File: src/rtl/mbt_pkg.sv
package mbt_pkg;
  typedef enum logic [1:0] {
    ST_IDLE  = 2'd0,
    ST_ARMED = 2'd1,
    ST_BEAT  = 2'd2,
    ST_ACK   = 2'd3
  } mbt_state_e;
endpackage

File: src/rtl/mbt_addr_latch.sv
module mbt_addr_latch #(
  parameter int DATA_W = 32,
  parameter int WIDX_W = 2,
  parameter int SIZE_W = 2
) (
  input  logic              clk,
  input  logic              rst_n,
  input  logic              cap_en_i,
  input  logic [DATA_W-1:0] bus_i,
  input  logic [SIZE_W-1:0] size_i,
  output logic [DATA_W-$clog2(DATA_W/8)-WIDX_W-1:0] hi_o,
  output logic [$clog2(DATA_W/8)-1:0] boff_o,
  output logic [SIZE_W-1:0] size_o
);
  localparam int LANES  = DATA_W / 8;
  localparam int BOFF_W = $clog2(LANES);
  localparam int HI_W   = DATA_W - BOFF_W - WIDX_W;

  logic [HI_W-1:0]   hi_q;
  logic [BOFF_W-1:0] boff_q;
  logic [SIZE_W-1:0] size_q;

  // capture register with an explicit enable
  always_ff @(posedge clk or negedge rst_n) begin
    if (!rst_n) begin
      hi_q   <= '0;
      boff_q <= '0;
      size_q <= '0;
    end else if (cap_en_i) begin
      hi_q   <= bus_i[DATA_W-1:BOFF_W+WIDX_W];
      boff_q <= bus_i[BOFF_W-1:0];
      size_q <= size_i;
    end
  end

  assign hi_o   = hi_q;
  assign boff_o = boff_q;
  assign size_o = size_q;

  // captured address only moves in a cycle after a capture request
  assert_addr_stable_R2: assert property (@(posedge clk) disable iff (!rst_n)
    !cap_en_i |=> $stable({hi_q, boff_q, size_q}));
endmodule

File: src/rtl/mbt_lane_gen.sv
module mbt_lane_gen #(
  parameter int LANES  = 4,
  parameter int SIZE_W = 2
) (
  input  logic [$clog2(LANES)-1:0] boff_i,
  input  logic [SIZE_W-1:0]        size_i,
  output logic [LANES-1:0]         be_o
);
  // each lane is enabled when it lies in [offset, offset + size]
  for (genvar l = 0; l < LANES; l++) begin : g_lane
    assign be_o[l] = (l >= int'(boff_i)) && (l <= int'(boff_i) + int'(size_i));
  end
endmodule

File: src/rtl/mbt_fsm.sv
module mbt_fsm
  import mbt_pkg::*;
#(
  parameter int MAX_BEATS = 4,
  parameter int WIDX_W    = 2
) (
  input  logic              clk,
  input  logic              rst_n,
  input  logic              ale_i,
  input  logic              cip_n_i,
  input  logic              rd_n_i,
  input  logic              wr_n_i,
  input  logic              dir_rd_i,
  input  logic              last_n_i,
  input  logic [WIDX_W-1:0] word_sel_i,
  input  logic              ready_i,
  output mbt_state_e        state_o,
  output logic              write_o,
  output logic [WIDX_W-1:0] widx_o,
  output logic              cap_en_o,
  output logic              accept_o
);
  localparam int BEAT_W = (MAX_BEATS > 1) ? $clog2(MAX_BEATS) : 1;
  localparam logic [BEAT_W-1:0] BEAT_END = BEAT_W'(MAX_BEATS - 1);

  mbt_state_e        state_q, state_d;
  logic              write_q, write_d;
  logic [WIDX_W-1:0] widx_q;
  logic [BEAT_W-1:0] beat_q, beat_d;
  logic              last_q;
  logic              ld_widx, ld_last, ld_beat;
  logic              start_rd, start_wr, done;

  assign start_rd = !rd_n_i && dir_rd_i;
  assign start_wr = !wr_n_i && !dir_rd_i;
  assign done     = last_q || (beat_q == BEAT_END);

  // next state
  always_comb begin
    state_d = state_q;
    write_d = write_q;
    beat_d  = beat_q;
    ld_widx = 1'b0;
    ld_beat = 1'b0;
    ld_last = 1'b0;
    unique case (state_q)
      ST_IDLE: begin
        if (ale_i) state_d = ST_ARMED;
      end
      ST_ARMED: begin
        if (cip_n_i) begin
          state_d = ST_IDLE;
        end else if (start_rd || start_wr) begin
          state_d = ST_BEAT;
          write_d = start_wr;
          beat_d  = '0;
          ld_beat = 1'b1;
          ld_widx = 1'b1;
        end
      end
      ST_BEAT: begin
        if (ready_i) begin
          state_d = ST_ACK;
          ld_last = 1'b1;
        end
      end
      ST_ACK: begin
        if (done) begin
          state_d = ST_IDLE;
        end else begin
          state_d = ST_BEAT;
          beat_d  = beat_q + BEAT_W'(1);
          ld_beat = 1'b1;
          ld_widx = 1'b1;
        end
      end
      default: state_d = ST_IDLE;
    endcase
  end

  // registers
  always_ff @(posedge clk or negedge rst_n) begin
    if (!rst_n) begin
      state_q <= ST_IDLE;
      write_q <= 1'b0;
      widx_q  <= '0;
      beat_q  <= '0;
      last_q  <= 1'b0;
    end else begin
      state_q <= state_d;
      write_q <= write_d;
      if (ld_widx) widx_q <= word_sel_i;
      if (ld_beat) beat_q <= beat_d;
      if (ld_last) last_q <= !last_n_i;
    end
  end

  assign state_o  = state_q;
  assign write_o  = write_q;
  assign widx_o   = widx_q;
  assign cap_en_o = (state_q == ST_IDLE) && ale_i;
  assign accept_o = (state_q == ST_BEAT) && ready_i;

  // acknowledge only follows an accepted back-side request
  assert_ack_after_ready_R6: assert property (@(posedge clk) disable iff (!rst_n)
    (state_q == ST_ACK) |-> $past(state_q == ST_BEAT && ready_i));
  // acknowledge lasts one cycle
  assert_ack_single_R6: assert property (@(posedge clk) disable iff (!rst_n)
    (state_q == ST_ACK) |=> (state_q != ST_ACK));
  // beat limit closes the transfer
  assert_burst_cap_R10: assert property (@(posedge clk) disable iff (!rst_n)
    (state_q == ST_ACK && beat_q == BEAT_END) |=> (state_q == ST_IDLE));
  // a marked final beat closes the transfer
  assert_last_ends_R9: assert property (@(posedge clk) disable iff (!rst_n)
    (state_q == ST_ACK && last_q) |=> (state_q == ST_IDLE));
endmodule

File: src/rtl/mux_bus_target.sv
module mux_bus_target
  import mbt_pkg::*;
#(
  parameter int DATA_W    = 32,
  parameter int WIDX_W    = 2,
  parameter int SIZE_W    = 2,
  parameter int MAX_BEATS = 4,
  localparam int LANES    = DATA_W / 8,
  localparam int BOFF_W   = $clog2(LANES),
  localparam int WADDR_W  = DATA_W - BOFF_W,
  localparam int HI_W     = WADDR_W - WIDX_W
) (
  input  logic               clk,
  input  logic               rst_n,
  input  logic [DATA_W-1:0]  bus_ad_i,
  output logic [DATA_W-1:0]  bus_ad_o,
  output logic               bus_ad_oe,
  input  logic               ale_i,
  input  logic [WIDX_W-1:0]  word_sel_i,
  input  logic [SIZE_W-1:0]  width_i,
  input  logic               cip_n_i,
  input  logic               rd_n_i,
  input  logic               wr_n_i,
  input  logic               dir_rd_i,
  input  logic               data_en_n_i,
  input  logic               last_n_i,
  output logic               ack_n_o,
  output logic               req_valid_o,
  output logic               req_write_o,
  output logic [WADDR_W-1:0] req_addr_o,
  output logic [LANES-1:0]   req_be_o,
  output logic [DATA_W-1:0]  req_wdata_o,
  input  logic [DATA_W-1:0]  req_rdata_i,
  input  logic               req_ready_i
);
  logic [1:0]        rst_sync_q;
  logic              rst_core_n;
  mbt_state_e        state;
  logic              write;
  logic [WIDX_W-1:0] widx;
  logic              cap_en, accept;
  logic [HI_W-1:0]   addr_hi;
  logic [BOFF_W-1:0] boff;
  logic [SIZE_W-1:0] size;
  logic [DATA_W-1:0] rdata_q;
  logic              rdata_en;

  // asynchronous assertion, synchronous release
  always_ff @(posedge clk or negedge rst_n) begin
    if (!rst_n) rst_sync_q <= '0;
    else        rst_sync_q <= {rst_sync_q[0], 1'b1};
  end
  assign rst_core_n = rst_sync_q[1];

  mbt_fsm #(.MAX_BEATS(MAX_BEATS), .WIDX_W(WIDX_W)) u_fsm (
    .clk(clk), .rst_n(rst_core_n), .ale_i(ale_i), .cip_n_i(cip_n_i),
    .rd_n_i(rd_n_i), .wr_n_i(wr_n_i), .dir_rd_i(dir_rd_i), .last_n_i(last_n_i),
    .word_sel_i(word_sel_i), .ready_i(req_ready_i), .state_o(state),
    .write_o(write), .widx_o(widx), .cap_en_o(cap_en), .accept_o(accept)
  );

  mbt_addr_latch #(.DATA_W(DATA_W), .WIDX_W(WIDX_W), .SIZE_W(SIZE_W)) u_latch (
    .clk(clk), .rst_n(rst_core_n), .cap_en_i(cap_en), .bus_i(bus_ad_i),
    .size_i(width_i), .hi_o(addr_hi), .boff_o(boff), .size_o(size)
  );

  mbt_lane_gen #(.LANES(LANES), .SIZE_W(SIZE_W)) u_lanes (
    .boff_i(boff), .size_i(size), .be_o(req_be_o)
  );

  // read data holding register, loaded on an accepted read beat
  assign rdata_en = accept && !write;
  always_ff @(posedge clk or negedge rst_core_n) begin
    if (!rst_core_n)   rdata_q <= '0;
    else if (rdata_en) rdata_q <= req_rdata_i;
  end

  assign req_valid_o = (state == ST_BEAT);
  assign req_write_o = write;
  assign req_addr_o  = {addr_hi, widx};
  assign req_wdata_o = bus_ad_i;
  assign ack_n_o     = !(state == ST_ACK);
  assign bus_ad_o    = rdata_q;
  assign bus_ad_oe   = (state == ST_ACK) && !write && !data_en_n_i;

  // the shared lines are driven only in a read acknowledge with data enabled
  assert_drive_window_R7: assert property (@(posedge clk) disable iff (!rst_core_n)
    bus_ad_oe |-> (!ack_n_o && !req_write_o && !data_en_n_i));
  // a request always carries at least one byte lane
  assert_lanes_nonzero_R5: assert property (@(posedge clk) disable iff (!rst_core_n)
    req_valid_o |-> (req_be_o != '0));
  // nothing is driven or acknowledged while idle
  assert_idle_quiet_R1: assert property (@(posedge clk) disable iff (!rst_core_n)
    (state == ST_IDLE) |-> (ack_n_o && !bus_ad_oe && !req_valid_o));
endmodule

File: config.mk
export PLATFORM = sky130hd
export DESIGN_NAME = mux_bus_target
export DESIGN_NICKNAME = d
export VERILOG_FILES = /design/src/rtl/mbt_pkg.sv /design/src/rtl/mbt_addr_latch.sv /design/src/rtl/mbt_lane_gen.sv /design/src/rtl/mbt_fsm.sv /design/src/rtl/mux_bus_target.sv
export SDC_FILE = /design/constraint.sdc
export NUM_CORES = 1
export LEC_CHECK = 0
export BUFFER_PORTS_ARGS = -buffer_cell sky130_fd_sc_hd__buf_2
export CORE_AREA = 2 2 109 85
export CTS_CLUSTER_DIAMETER = 60
export DETAILED_ROUTE_END_ITERATION = 10
export DIE_AREA = 0 0 111 87
export HOLD_SLACK_MARGIN = 0.1
export MAX_ROUTING_LAYER = met4
export PLACE_DENSITY = 0.74
export SYNTH_ARGS = -nofsm -noshare
export SYNTH_HDL_FRONTEND = slang
export SYNTH_SLANG_ARGS = --single-unit
File: constraint.sdc
create_clock -name clk -period 2.5 [get_ports clk]
set_clock_uncertainty 0.1 [all_clocks]
set_input_delay 0.375 -clock clk [delete_from_list [all_inputs] [get_ports clk]]
set_output_delay 0.375 -clock clk [all_outputs]
set_load 0.02 [all_outputs]
* After elaboration in Yosys (flattened, before gate mapping)
Cells that the tools add are included.
W data, S select, Z words.
** Cells by class
- Add/subtract/negate cells :: 2
- $mul :: 0
- Divide/modulo/power cells :: 0
- Order comparisons :: 7
- Equality and inequality tests :: 10
- Shift-type cells :: 0
- Mux-type cells :: 16
- Bitwise logic cells :: 1
- Reduce and logical (&&, ||, !) cells :: 24
** Operator list (count)
- $le A3 B32 Y1 const A :: 2
- $le A1 B32 Y1 const A :: 1
- $le A2 B32 Y1 const A :: 1
- $mux W2 :: 8
- $logic_and A1 B1 Y1 :: 10
- $pmux W2 S4 :: 1
- $logic_not A1 Y1 :: 7
- $eq A2 B2 Y1 const B :: 3
- $ne A2 B2 Y1 const B :: 3
- $reduce_and A3 Y1 :: 2
- $mux W1 :: 5
- $reduce_and A5 Y1 :: 1
- $ge A1 B2 Y1 const A :: 2
- $ne A2 B1 Y1 const B :: 2
- $pmux W2 S2 :: 1
- $add A2 B2 Y3 :: 1
- $ne A3 B2 Y1 const B :: 1
- $add A2 B1 Y2 const B :: 1
- $eq A2 B1 Y1 const B :: 1
- $ge A2 B2 Y1 const A :: 1
- $logic_not A2 Y1 :: 1
- $logic_or A1 B1 Y1 :: 2
- $pmux W1 S2 :: 1
- $reduce_bool A2 Y1 :: 1
- $not A1 Y1 :: 1
** Storage, ports and cells
- Bits in registers :: 74
- Latch bits :: 0
- Memory bits (writable) :: 0
- ROM bits :: 0
- Word-level logic and storage cells :: 70
- Memories kept :: 0

* Depth between registers and ports, before layout
- Word-level depth :: 7
- Gate-level depth with buffers :: 5

* Modules after synthesis
Synthesis repeated with hierarchy kept, for this count alone.
** Second synthesis, totals
- Cells, all modules :: 217
- Area, all modules :: 3470.8 sq um
** By module, submodules not included
- mux_bus_target :: instances 1, cells an instance 107, area an instance 1660.3 sq um
- mbt_addr_latch :: instances 1, cells an instance 68, area an instance 1345.0 sq um
- mbt_fsm :: instances 1, cells an instance 34, area an instance 402.9 sq um
- mbt_lane_gen :: instances 1, cells an instance 8, area an instance 62.6 sq um

* Worst setup path after synthesis
No wires, ideal clock.
- Path type :: register to output
- From :: register u_latch.boff_q[0], in the netlist u_latch.boff_o[0]
- To :: output req_be_o[3]
- Arrival time :: 1.559 ns
- Required time :: 2.025 ns
- Slack :: 0.466 ns
- Cell stages (with the launch flop) :: 5
- Buffers on the path :: 0
- Path through :: dfrtp_1 ha_1 inv_1 fa_1 o21ai_0
** On the way
- Cells in the longest elaborated chain, start to end :: 2
** RTL lines
- start: declaration :: RTL line mbt_addr_latch.sv:20 : logic [BOFF_W-1:0] boff_q;
- start signal: assignment :: RTL line mbt_addr_latch.sv:31 : boff_q <= bus_i[BOFF_W-1:0];
- $add A2 B2 Y3 :: RTL line mbt_lane_gen.sv:11 : assign be_o[l] = (l >= int'(boff_i)) && (l <= int'(boff_i) + int'(size_i));
- $le A3 B32 Y1 :: RTL line mbt_lane_gen.sv:11
- end: declaration :: RTL line mux_bus_target.sv:31 : output logic [LANES-1:0] req_be_o,
No other way between the ends.

* Worst setup path after layout
- From :: register u_latch.boff_q[0], in the netlist u_latch.boff_o[0]
- To :: output req_be_o[2]
** On the way
- Cells in the longest elaborated chain, start to end :: 3
** RTL lines (RTL line)
- $add A2 B2 Y3 :: mbt_lane_gen.sv:11
- $le A3 B32 Y1 :: mbt_lane_gen.sv:11
- $logic_and A1 B1 Y1 * :: mbt_lane_gen.sv:11
Mark *: on every way between the ends. The rest lies on a longest branch, timed or not.

==> reports/results.txt <==
Post-Syn Area: 3340 µm²
Hold Path End: u_fsm.last_q
post-CTS sizing: 0
CTS tree: done
clk sink count: 74
number of flops mapped to enable cells by yosys: 0
reg2reg start: u_fsm.state_o[1]
sequential share of the synthesized area: 55.4%
Residual DRC: 0
Clock Pin Slew Worst Setup and Hold Paths: 0.06 ns
WL per Instance: 14.1 µm
FF-to-FF setup slack: 0.76 ns
GRT Total Usage: 14.7%
Slew HR: 51.7%
vias in the first global route: 2,220
Hold Path Origin: last_n_i
I/O pins: 180
Startpoint Class: register
Buf+Inv Stages, Crit Path: 2
Final Hold Vio Count: 0
Routability Congestion: 0.805
critical path cell sequence: ha_1 -> inv_1 -> fa_1 -> a22oi_1 -> buf_2
Clock Latency Late Sink: 0.33 ns
RSZ-0062 raised after global routing: false
r2r endpoint: bus_ad_o[1]
Comb power frac: 45.5%
critical path's slowest cell: fa_1
warnings from Yosys: 0
syn avg cell area: 15.4 µm²
worst setup margin: 0.211 ns
Core Area: 8670 µm²
first-pass GRT wire length: 10,900 µm
Post-Layout Inst Area: 4400 µm²
hold depth: 2
Mapped Nets: 298
initial drt markers: 42
DP Area: 4090 µm²
largest net degree at the start of global routing: 42
DR vias: 2,149
share of cells above drive strength 1: 72.1%
CTS H-tree depth: 3
Critical Path Fanout Max: 4
P_leak: 0.00226 µW
Worst EP arrival: 1.81 ns
Flop pwr share: 34.6%
DRT Pass-1 Iters: 4
Yosys cell types: 28
die area: 9660 µm²
Layout area overhead: 31.6%
Fillers: 760
reg2reg path depth: 4
initial antenna violation count: 0
Worst-Margin Slew: 0.724 ns
final WL: 6840 µm
CTS root buf: clkbuf_16
Remaining Overflow, GRT: 0
run status: complete, no violations
Max clock buf depth: 2
Final period util: 91.6%
postcts setup bufs: 0
crit-path leading delay family: adder cells
cts bufs inserted: 9
Setup TNS: 0 ns
final setup vio count: 0
fin. max-slew vios: 0
CP endpoint kind: output pin
cell-internal power: 3910 µW
Setup CP Type: register to output pin
die span in y: 87 µm
Synth Flop Type: dfrtp_1
Crit path largest cell delay: 0.45 ns
Post-Place Setup Slack: 0.551 ns
critical path data required time: 2.03 ns
Layout Nets: 449
power share of the clock group: 20.0%
Chip Width: 111 µm
Post-Synthesis Cells: 217
Peak VDD IR: 0.000672 V
Vias/cell: 4.43
Port Buf Inserts: 175
ys async rst share: 100%
Max Clk Rate: 437 MHz
worst hold-check path type: input port to register
initial core utilization: 38.5%
Net Sw Frac: 37.6%
diode count: 0
number of antenna-violating nets in the routed design: 0
fin crit period: 2.29 ns
Switch Pwr: 2360 µW
Post-DP HPWL: 5200 µm
Seq cells post-synth: 74
num rows: 30
power density over the cells: 1430 nW/µm²
Max-cap violations: 0
how the worst max path moves through the flow:
stage,to,start,cells after the start
global placement,req_be_o[2],u_latch.boff_o[0],5
CTS,req_be_o[2],u_latch.boff_o[0],5
detailed placement,req_be_o[2],u_latch.boff_o[0],5
finish,req_be_o[2],u_latch.boff_o[0],5
global route,req_be_o[3],u_latch.boff_o[0],5
floorplan,bus_ad_o[0],rst_sync_q[1],0
cell usage in the layout (no fill, tap or decap), drive strengths merged, types with 2 or more instances in the layout:
cell type,netlist,layout
buf,39,178
clkbuf,0,9
clkinv,0,5
dfrtp,74,74
ha,2,2
inv,6,6
mux2,67,67
nand2,5,5
nor2,4,4
o21ai,4,4
cell usage after synthesis (2+ instances only):
library cell / n / share of area, %
mux2_4: 35 / 16
o21ai_0: 4 / 0.60
nor2_4: 2 / 0.67
nor2_1: 2 / 0.22
inv_1: 6 / 0.67
ha_1: 2 / 0.75
dfrtp_1: 74 / 55
nand2_1: 5 / 0.56
mux2_2: 30 / 10
mux2_1: 2 / 0.67
buf_6: 6 / 2.0
buf_4: 33 / 7.4
what timing repair did:
| item | 4_1_cts | 5_1_grt |
|---|---|---|
| hold buffers | 1 | 0 |
| setup endpoints to repair | 0 | 0 |
| endpoints found under the hold margin | 2 | 0 |
stage by stage:
| stage | power (µW) | hold slack, ns | utilization [%] | cells |
|---|---|---|---|---|
| after floorplan | 4200 | -0.0206 | - | 217 |
| after global placement | 4960 | 0.0596 | 47.2 | 468 |
| after detailed placement | 5060 | 0.0603 | 47.2 | 468 |
| after CTS | 6360 | 0.122 | 50.7 | 485 |
| after global routing | 6630 | 0.135 | 50.7 | 485 |
| final | 6270 | 0.135 | 50.7 | 485 |
per-layer routing:
| layer | GRT usage, % | vias up | wire [µm] |
|---|---|---|---|
| li1 | - | 1016 | - |
| met1 | 16.8 | 1038 | 2730 |
| met3 | 5.15 | 9 | 490 |
| met5 | - | - | 0 |
| met2 | 24.4 | 86 | 3530 |
| met4 | 5.45 | 0 | 90 |
cell type report:
type | instances | area [µm²] | share of cell area (%)
Inverter | 6 | 22.5 | 0.512
Clock buffer | 9 | 225 | 5.12
Multi-Input combinational cell | 98 | 1150 | 26.2
Tap cell | 112 | 140 | 3.19
Clock inverter | 7 | 70.1 | 1.59
Timing Repair Buffer | 179 | 933 | 21.2
Sequential cell | 74 | 1850 | 42.2
power groups by stage:
stage | combinational, µW | sequential [µW] | clock [µW]
floorplan | 1410 | 2790 | 0
global placement | 2820 | 2150 | 0
detailed placement | 2880 | 2180 | 0
CTS | 2890 | 2170 | 1290
global route | 3040 | 2250 | 1340
finish | 2850 | 2160 | 1250
cell families after synthesis:
kind of cell,share of synthesized area (%)
and+or+nand+nor,3.82
AOI/OAI and AO/OA,2.36
muxes,26.8
buffers and inverters,10.1
DFF,55.4
other,0.112
adders and majority gates,1.35
sequential cells by signal, summed over array words and instances (netlist names):
name	count
u_fsm.widx_o	2
bus_ad_o	32
u_fsm.beat_q	2
u_fsm.last_q	1
rst_sync_q	2
u_fsm.state_o	2
u_fsm.write_o	1
u_latch.boff_o	2
u_latch.size_o	2
u_latch.hi_o	28
No activity file was read; power rests on OpenSTA's default activity.
